## src/rtl/serial_irq_pkg.sv

```systemverilog
package serial_irq_pkg;

  localparam int NUM_IRQ = 4;
  localparam int IRQ_OVR = 0;
  localparam int IRQ_TMO = 1;
  localparam int IRQ_RXH = 2;
  localparam int IRQ_TXH = 3;

  typedef enum logic [1:0] {
    REG_MASK   = 2'd0,
    REG_RAW    = 2'd1,
    REG_MASKED = 2'd2,
    REG_CLEAR  = 2'd3
  } irq_reg_e;

  // receive side: occupancy has reached half the capacity
  function automatic logic fill_reaches_half(input int unsigned fill,
                                             input int unsigned depth);
    return (fill * 2) >= depth;
  endfunction

  // transmit side: free space has reached half the capacity
  function automatic logic space_reaches_half(input int unsigned fill,
                                              input int unsigned depth);
    if (fill > depth) return 1'b0;
    return ((depth - fill) * 2) >= depth;
  endfunction

  // a latched condition only leaves on a software clear
  function automatic logic is_sticky(input int idx);
    return (idx == IRQ_OVR) || (idx == IRQ_TMO);
  endfunction

endpackage

```

## src/rtl/irq_rx_timer.sv

```systemverilog
module irq_rx_timer #(
  parameter int TIMEOUT_BITS = 32
) (
  input  logic clk,
  input  logic rst_n,
  input  logic rx_nonempty,
  input  logic rx_pop,
  input  logic rx_frame_done,
  input  logic bit_tick,
  output logic tmo_event
);
  localparam int CNT_W = $clog2(TIMEOUT_BITS + 1);

  logic [CNT_W-1:0] idle_cnt;
  logic             restart;
  logic             saturated;

  assign restart   = rx_pop | rx_frame_done | ~rx_nonempty;
  assign saturated = (idle_cnt == CNT_W'(TIMEOUT_BITS));
  assign tmo_event = bit_tick & ~restart & (idle_cnt == CNT_W'(TIMEOUT_BITS - 1));

  always_ff @(posedge clk or negedge rst_n) begin
    if (!rst_n) begin
      idle_cnt <= '0;
    end else if (restart) begin
      idle_cnt <= '0;
    end else if (bit_tick && !saturated) begin
      idle_cnt <= idle_cnt + 1'b1;
    end
  end
endmodule

```

## src/rtl/irq_raw_status.sv

```systemverilog
module irq_raw_status
  import serial_irq_pkg::*;
#(
  parameter int FIFO_DEPTH = 8,
  parameter int LVL_W      = 4
) (
  input  logic               clk,
  input  logic               rst_n,
  input  logic [LVL_W-1:0]   rx_level,
  input  logic [LVL_W-1:0]   tx_level,
  input  logic               ovr_event,
  input  logic               tmo_event,
  input  logic [NUM_IRQ-1:0] clr_bits,
  output logic [NUM_IRQ-1:0] raw_bits
);
  logic [NUM_IRQ-1:0] set_vec;

  always_comb begin
    set_vec          = '0;
    set_vec[IRQ_OVR] = ovr_event;
    set_vec[IRQ_TMO] = tmo_event;
    set_vec[IRQ_RXH] = fill_reaches_half(32'(rx_level), FIFO_DEPTH);
    set_vec[IRQ_TXH] = space_reaches_half(32'(tx_level), FIFO_DEPTH);
  end

  for (genvar i = 0; i < NUM_IRQ; i++) begin : g_bit
    logic bit_q;
    if (is_sticky(i)) begin : g_sticky
      always_ff @(posedge clk or negedge rst_n) begin
        if (!rst_n)           bit_q <= 1'b0;
        else if (set_vec[i])  bit_q <= 1'b1;
        else if (clr_bits[i]) bit_q <= 1'b0;
      end
    end else begin : g_level
      always_ff @(posedge clk or negedge rst_n) begin
        if (!rst_n) bit_q <= (i == IRQ_TXH);
        else        bit_q <= set_vec[i];
      end
    end
    assign raw_bits[i] = bit_q;
  end
endmodule

```

## src/rtl/irq_reg_port.sv

```systemverilog
module irq_reg_port
  import serial_irq_pkg::*;
#(
  parameter int REG_W = 8
) (
  input  logic               clk,
  input  logic               rst_n,
  input  logic [1:0]         reg_addr,
  input  logic               reg_wr,
  input  logic [REG_W-1:0]   reg_wdata,
  input  logic [NUM_IRQ-1:0] raw_bits,
  output logic [NUM_IRQ-1:0] mask_bits,
  output logic [NUM_IRQ-1:0] clr_bits,
  output logic [REG_W-1:0]   reg_rdata
);
  irq_reg_e sel;
  logic     wdata_unused;

  assign sel          = irq_reg_e'(reg_addr);
  assign wdata_unused = ^reg_wdata[REG_W-1:NUM_IRQ];
  assign clr_bits     = (reg_wr && sel == REG_CLEAR) ? reg_wdata[NUM_IRQ-1:0] : '0;

  always_ff @(posedge clk or negedge rst_n) begin
    if (!rst_n)                         mask_bits <= '0;
    else if (reg_wr && sel == REG_MASK) mask_bits <= reg_wdata[NUM_IRQ-1:0];
  end

  always_comb begin
    reg_rdata = '0;
    unique case (sel)
      REG_MASK:   reg_rdata[NUM_IRQ-1:0] = mask_bits;
      REG_RAW:    reg_rdata[NUM_IRQ-1:0] = raw_bits;
      REG_MASKED: reg_rdata[NUM_IRQ-1:0] = raw_bits & mask_bits;
      REG_CLEAR:  reg_rdata              = '0;
      default:    reg_rdata              = '0;
    endcase
  end
endmodule

```

## src/rtl/serial_irq_gen.sv

```systemverilog
module serial_irq_gen
  import serial_irq_pkg::*;
#(
  parameter int FIFO_DEPTH   = 8,
  parameter int TIMEOUT_BITS = 32,
  parameter int REG_W        = 8,
  localparam int LVL_W       = $clog2(FIFO_DEPTH + 1)
) (
  input  logic             clk,
  input  logic             rst_n,
  input  logic [LVL_W-1:0] rx_level,
  input  logic [LVL_W-1:0] tx_level,
  input  logic             rx_frame_done,
  input  logic             rx_pop,
  input  logic             bit_tick,
  input  logic [1:0]       reg_addr,
  input  logic             reg_wr,
  input  logic [REG_W-1:0] reg_wdata,
  output logic [REG_W-1:0] reg_rdata,
  output logic             irq_o
);
  // named internal events, also seen by the bound checker
  logic               ovr_event;
  logic               tmo_event;
  logic [NUM_IRQ-1:0] raw_bits;
  logic [NUM_IRQ-1:0] mask_bits;
  logic [NUM_IRQ-1:0] clr_bits;

  assign ovr_event = rx_frame_done & (rx_level == LVL_W'(FIFO_DEPTH));

  irq_rx_timer #(.TIMEOUT_BITS(TIMEOUT_BITS)) u_timer (
    .clk           (clk),
    .rst_n         (rst_n),
    .rx_nonempty   (rx_level != '0),
    .rx_pop        (rx_pop),
    .rx_frame_done (rx_frame_done),
    .bit_tick      (bit_tick),
    .tmo_event     (tmo_event)
  );

  irq_raw_status #(.FIFO_DEPTH(FIFO_DEPTH), .LVL_W(LVL_W)) u_raw (
    .clk       (clk),
    .rst_n     (rst_n),
    .rx_level  (rx_level),
    .tx_level  (tx_level),
    .ovr_event (ovr_event),
    .tmo_event (tmo_event),
    .clr_bits  (clr_bits),
    .raw_bits  (raw_bits)
  );

  irq_reg_port #(.REG_W(REG_W)) u_regs (
    .clk       (clk),
    .rst_n     (rst_n),
    .reg_addr  (reg_addr),
    .reg_wr    (reg_wr),
    .reg_wdata (reg_wdata),
    .raw_bits  (raw_bits),
    .mask_bits (mask_bits),
    .clr_bits  (clr_bits),
    .reg_rdata (reg_rdata)
  );

  always_ff @(posedge clk or negedge rst_n) begin
    if (!rst_n) irq_o <= 1'b0;
    else        irq_o <= |(raw_bits & mask_bits);
  end
endmodule

```

## config.mk

```make
export PLATFORM = sky130hd
export DESIGN_NAME = serial_irq_gen
export DESIGN_NICKNAME = d
export VERILOG_FILES = /design/src/rtl/serial_irq_pkg.sv /design/src/rtl/irq_rx_timer.sv /design/src/rtl/irq_raw_status.sv /design/src/rtl/irq_reg_port.sv /design/src/rtl/serial_irq_gen.sv
export SDC_FILE = /design/constraint.sdc
export NUM_CORES = 1
export LEC_CHECK = 0
export ABC_AREA = 1
export BUFFER_PORTS_ARGS = -buffer_cell sky130_fd_sc_hd__buf_2
export CAP_MARGIN = 15
export CORE_MARGIN = 4
export CORE_UTILIZATION = 42
export DETAILED_ROUTE_END_ITERATION = 10
export PLACE_DENSITY_LB_ADDON = 0.08
export SYNTH_ARGS = -nofsm -noshare
export SYNTH_HDL_FRONTEND = slang
export SYNTH_SLANG_ARGS = --single-unit
```

## constraint.sdc

```tcl
create_clock -name clk -period 1.15 [get_ports clk]
set_input_delay 0.115 -clock clk [delete_from_list [all_inputs] [get_ports clk]]
set_output_delay 0.115 -clock clk [all_outputs]
set_load 0.05 [all_outputs]
```

## Yosys cells after proc, flatten, opt, wreduce, memory -nomap -nowiden

Cells that the tools add are included.

| storage, ports and cells | value |
|---|---|
| output and inout port bits | 9 |
| input port bits | 24 |
| register bits | 15 |
| word-level logic and storage cells | 47 |

| operators by class | value |
|---|---|
| reductions and logical operators | 10 |
| muxes and demuxes | 11 |
| bitwise operators | 8 |
| $lt $le $gt $ge | 3 |
| $add $sub $neg | 2 |
| equality and inequality tests | 6 |

Operators by type and width:

| cell | number |
|---|---|
| $ge 32x4->1 const B | 1 |
| $pmux 4 s4 | 1 |
| $mux 6 | 2 |
| $mux 1 | 7 |
| $add 6x1->6 const B | 1 |
| $eq 6x5->1 const B | 1 |
| $eq 6x6->1 const B | 1 |
| $reduce_bool 2->1 | 3 |
| $ge 5x4->1 const B | 1 |
| $sub 4x4->5 const A | 1 |
| $and 4x4->4 | 1 |
| $eq 2x2->1 const B | 2 |
| $eq 4x4->1 const B | 1 |
| $gt 4x4->1 const B | 1 |
| $reduce_bool 4->1 | 1 |
| $reduce_or 4->1 | 1 |
| $and 1x1->1 | 3 |
| $logic_and 1x1->1 | 3 |
| $eq 2x1->1 const B | 1 |
| $logic_not 2->1 | 1 |
| $mux 2 | 1 |
| $not 1->1 | 2 |
| $or 1x1->1 | 2 |
| $logic_not 1->1 | 1 |

## Depth between registers and ports, before layout

| depth | value |
|---|---|
| word-level depth | 7 |
| gate-level depth with buffers | 7 |
| mapped depth without buffers | 7 |

## By module

Synthesis repeated with hierarchy kept, for this count alone.

| unflattened totals | value |
|---|---|
| cell total of the unflattened synthesis | 154 |
| area, all modules | 1038.5 um2 |

Modules (own cells, without submodules):

| module | times used | seq. area each (um2) | area an instance (um2) | cells an instance |
|---|---|---|---|---|
| irq_rx_timer | 1 | 150.1 | 434.2 | 60 |
| irq_reg_port | 1 | 100.1 | 341.6 | 60 |
| irq_raw_status | 1 | 101.3 | 175.2 | 17 |
| serial_irq_gen | 1 | 25.0 | 87.6 | 17 |

## Worst setup path after synthesis

No wires, ideal clock.

| timing path | value |
|---|---|
| kind | register to register |
| start | register u_timer.idle_cnt[0] |
| end | register u_timer.idle_cnt[3] |
| stages on the path, launching flop included | 8 |
| slack | 0.056 ns |
| period minus slack after synthesis | 1.094 ns |
| data required time | 1.033 ns |
| library setup time | 0.117 ns |
| buffers on the path | 0 |
| arrival time | 0.977 ns |
| path through | dfrtp_1 inv_1 ha_1 nand3_1 nor2_1 nor2_2 nand3_1 nand2_1 |

| between the ends | value |
|---|---|
| longest elaborated chain between the ends | 4 |
| elaborated cells between the ends (all ways) | 7 |
| those cells by class | add/sub: 1; eq/ne: 1; mux: 2; reduce/logical: 3 |

Ends and longest elaborated chain:

| element | RTL line | text |
|---|---|---|
| from (decl) | irq_rx_timer.sv:14 | `logic [CNT_W-1:0] idle_cnt;` |
| from (signal assigned) | irq_rx_timer.sv:28 | `idle_cnt <= idle_cnt + 1'b1;` |
| branches (longest 4 deep; another with $add 6x1->6) | -- |  |

Parallel ways; which one is timed is not known. The select of a mux whose other input is x is not followed.
A chain may end at the register's enable or synchronous reset.

## Worst setup path in the final report

| timing path | value |
|---|---|
| start | register u_raw.g_bit[3].bit_q |
| end | output reg_rdata[3] |

| between the ends | value |
|---|---|
| longest elaborated chain between the ends | 2 |

Ends and longest elaborated chain:

| element | RTL line | text |
|---|---|---|
| from (decl) | irq_raw_status.sv:27 | `logic bit_q;` |
| from (signal assigned) | irq_raw_status.sv:36 | `if (!rst_n) bit_q <= (i == IRQ_TXH);` |
| from (signal assigned) | irq_raw_status.sv:37 | `else bit_q <= set_vec[i];` |
| $and 4x4->4 | irq_reg_port.sv:33 | `REG_MASKED: reg_rdata[NUM_IRQ-1:0] = raw_bits & mask_bits;` |
| $pmux 4 s4 (*) | irq_reg_port.sv:30 | `unique case (sel)` |
| to (decl) | serial_irq_gen.sv:19 | `output logic [REG_W-1:0] reg_rdata,` |

Mark *: on every way between the ends. The rest lies on a longest branch, timed or not.

==> summary.md <==
| Metric | Value |
|---|---|
| Run status | `finished with violations` |
| Violated checks | `negative setup slack` |
| Area leader, netlist | `dfrtp_1` |
| Yosys top cell area share | `40.40%` |
| Largest stage delay, worst path | `0.54 ns` |
| Die ar. | `2855 sq um` |
| Worst-path maximum fanout | `2` |
| Total power | `1.245 mW` |
| Count leader, synth | `nand2_1` |
| Worst hold start | `rx_level[2]` |
| Io pins | `33` |
| Dpl cell area | `1031 sq um` |
| Internal power | `0.8449 mW` |
| Die X | `53.44 um` |
| WP buf/inv | `2` |
| Unique masters post-synth | `20` |
| Routed vias/inst | `4.798` |
| First-pass iteration count of the detailed router | `7` |
| Clock Sinks | `15` |
| GR Layer Usage met1 | `16.98%` |
| Top_reg_cell synth | `dfrtp_1` |
| H-tree depth | `1` |
| Antenna viol nets, final | `0` |
| Final instance area | `1254 sq um` |
| Max stage delay cell, worst path | `dfstp_2` |
| Worst R2R Start | `u_timer.idle_cnt[0]` |
| Total GRT Usage | `15.54%` |
| Final Hold Vio Count | `0` |
| WL/cell | `11.08 um` |
| Pins Over Slew Limit | `0` |
| Worst path required time | `1.03 ns` |
| Synthesis-to-layout area growth | `44.59%` |
| Layout cells sized above 1 | `40.38%` |
| Most frequent cells after synthesis | `nand2_1, inv_1, nand3_1` |
| GPL Wtd Cong | `0.8105` |
| Initial antenna violation count | `0` |
| Sequential Power Share | `47.6%` |
| Post-Synthesis Cells | `117` |
| GR met3 Demand/Resource | `2.535%` |
| Clock share of power | `23.4%` |
| # diodes | `0` |
| Core ar. | `1962 sq um` |
| Mapped cell area | `867.1 sq um` |
| Global route total overflow | `0` |
| Crit path arrival time | `1.09 ns` |
| Crit path kind | `flip-flop to output port` |
| Synthesized flop and latch total | `15` |
| Rows | `16` |
| Max Root-Sink Buffers | `2` |
| Reg2reg end | `u_timer.idle_cnt[1]` |
| Max-Cap Viols | `0` |
| CP Capture Type | `output port` |
| Switching Power | `0.3999 mW` |
| IR drop worst, VDD | `0.0005075 V` |
| Endpoints failing setup | `9` |
| Final min period | `1.210 ns` |
| IO buf count | `24` |
| Clock buffer count from CTS | `3` |
| Number of synthesized flops with an enable pin | `0` |
| Initial Util | `44.20%` |
| Clk Latency, worst-skew pair | `0.27 ns` |
| Crit-path cells | `o21ai_1, inv_1, buf_6` |
| Sw Ratio | `32.13%` |
| Synth Warn # | `0` |
| RSZ-0062 raised after global routing | `true` |
| R2R depth | `6` |
| Final Skew | `0.001743 ns` |
| Lkg Pwr | `0.6512 nW` |
| FMAX | `826.6 MHz` |
| Hold endpoint | `u_raw.g_bit[0].bit_q` |
| Register area share after synthesis | `43.43%` |
| Logic pwr share | `29.0%` |
| Root Buffer | `clkbuf_4` |
| Min-Delay Path Depth | `2` |
| CTS clk-pin slew, worst paths | `0.08 ns` |
| Final Routed Wirelength | `2.028 mm` |
| Cell family with most CP delay | `flip-flops` |
| Reg2reg setup slack | `-0.05 ns` |
| Synth Area per Inst | `7.411 sq um` |
| Synth area leaders | `dfrtp_1, nand2_1, inv_1` |
| Fin nets | `183` |
| Die Ht | `53.44 um` |
| Vias after detailed routing | `878` |
| GR peak layer | `met2` |
| Drt drc | `0` |
| GRT met2 Usage | `27.76%` |
| Largest net degree at the start of global routing | `16` |
| First-pass GRT wire length | `3.125 mm` |
| Vias in the first global route | `749` |
| PwrDens | `992.9 nW/um^2` |
| Worst Setup Start Kind | `flip-flop` |
| Async SR Flop Fraction | `100.0%` |
| Hold WC Path Type | `primary input to flip-flop` |
| Period utilization | `105.2%` |
| CTS tree | `built` |
| Fillcell total | `183` |
| Initial DRC Count | `15` |
| Final WS setup | `-0.05984 ns` |
| Hpwl dp | `1.468 mm` |
## sequential cells by signal (all words and copies together), names as in the netlist
| register | flops |
|---|---|
| u_timer.idle_cnt | 6 |
| u_raw.g_bit.bit_q | 4 |
| irq_o | 1 |
| u_regs.mask_bits | 4 |
## layout by cell type, fill, tap and decap left out
| cell | instances |
|---|---|
| inv_2 | 3 |
| clkbuf_1 | 1 |
| ha_2 | 1 |
| a21oi_1 | 2 |
| buf_4 | 11 |
| conb_1 | 4 |
| nand3_2 | 7 |
| o21ai_1 | 7 |
| nand3_1 | 7 |
| buf_6 | 5 |
| clkbuf_4 | 3 |
| o21ai_0 | 5 |
| inv_1 | 17 |
| nand2_2 | 2 |
| xor2_1 | 1 |
| nor2_1 | 9 |
| o21a_1 | 1 |
| nand3_4 | 1 |
| dfrtp_1 | 13 |
| a21oi_2 | 1 |
| nand2_1 | 21 |
| ha_4 | 1 |
| o21ai_2 | 1 |
| nor2_4 | 3 |
| dfstp_2 | 1 |
| nor2_2 | 1 |
| o21ai_4 | 1 |
| buf_2 | 20 |
| or2_0 | 1 |
| dlygate4sd3_1 | 2 |
| nand4_1 | 2 |
| dfrtp_2 | 1 |
## routing by layer
| layer | up-vias | share of wire [%] |
|---|---|---|
| met2 | 29 | 51 |
| met4 | 0 | 2.6 |
| met1 | 400 | 41 |
| li1 | 442 | - |
| met5 | - | 0 |
| met3 | 7 | 5.3 |
## stage by stage
stage               std cells   TNS [ns]  setup slack [ns]  utilization, %  hold slack, ns
finish                    183    -0.3452          -0.05984           63.90         0.03863
detailed placement        171    -0.1388          -0.04366           52.55         0.04551
global placement          171  -0.006017         -0.003958           52.55         0.04277
global route              183     -1.238           -0.1510           63.90         0.01675
CTS                       179    -0.3237          -0.08331           59.25         0.01931
floorplan                 120          0           0.05588               -         -0.1806
## how the worst max path moves through the flow
stage | endpoint | slack (ns) | startpoint | cells past startpoint
5_1_grt | reg_rdata[0] | -0.15 | u_regs.mask_bits[0] | 5
2_1_floorplan | u_timer.idle_cnt[3] | 0.06 | u_timer.idle_cnt[0] | 7
3_3_place_gp | u_timer.idle_cnt[2] | -0.004 | u_timer.idle_cnt[0] | 7
6_report | reg_rdata[3] | -0.06 | u_raw.g_bit[3].bit_q | 3
3_5_place_dp | u_timer.idle_cnt[3] | -0.04 | u_timer.idle_cnt[0] | 7
4_1_cts | reg_rdata[3] | -0.08 | u_raw.g_bit[3].bit_q | 3
## cell type report
| cell class | instances | area [sq um] | area share [%] |
|---|---|---|---|
| clock buffers | 4 | 26.28 | 2.096 |
| inverters | 20 | 75.07 | 5.988 |
| multi-input cells | 79 | 481.7 | 38.42 |
| flip-flops and latches | 15 | 377.9 | 30.14 |
| well taps | 27 | 33.78 | 2.695 |
| repair buffers | 38 | 259.0 | 20.66 |
## cell families (layout without fill, tap and decap cells)
logic type,after synthesis,in the layout,synth area share [%]
buffers and inverters,26,62,14.00
AO/OA/AOI/OAI,18,18,11.54
XOR/XNOR,1,1,1.010
AND/OR/NAND/NOR,54,54,26.70
adder cells (fa/ha/maj),2,2,2.886
flip-flops,15,15,43.44
other,1,4,0.4325
## power groups by stage
stage	clock network, mW	registers [mW]	logic, mW
3_3_place_gp	0	0.603	0.272
4_1_cts	0.319	0.592	0.330
5_1_grt	0.336	0.597	0.396
3_5_place_dp	0	0.604	0.277
2_1_floorplan	0	0.623	0.174
6_report	0.291	0.593	0.361
## timing repair
action | in CTS | in global routing
endpoints found under the setup margin | 9 | 11
gates cloned | 0 | 0
buffers inserted | 2 | 4
hold buffers | 2 | 0
resized for setup | 25 | 18
hold endpoints to repair | 15 | 0
pin swaps | 8 | 10
No activity file was read; power rests on OpenSTA's default activity.
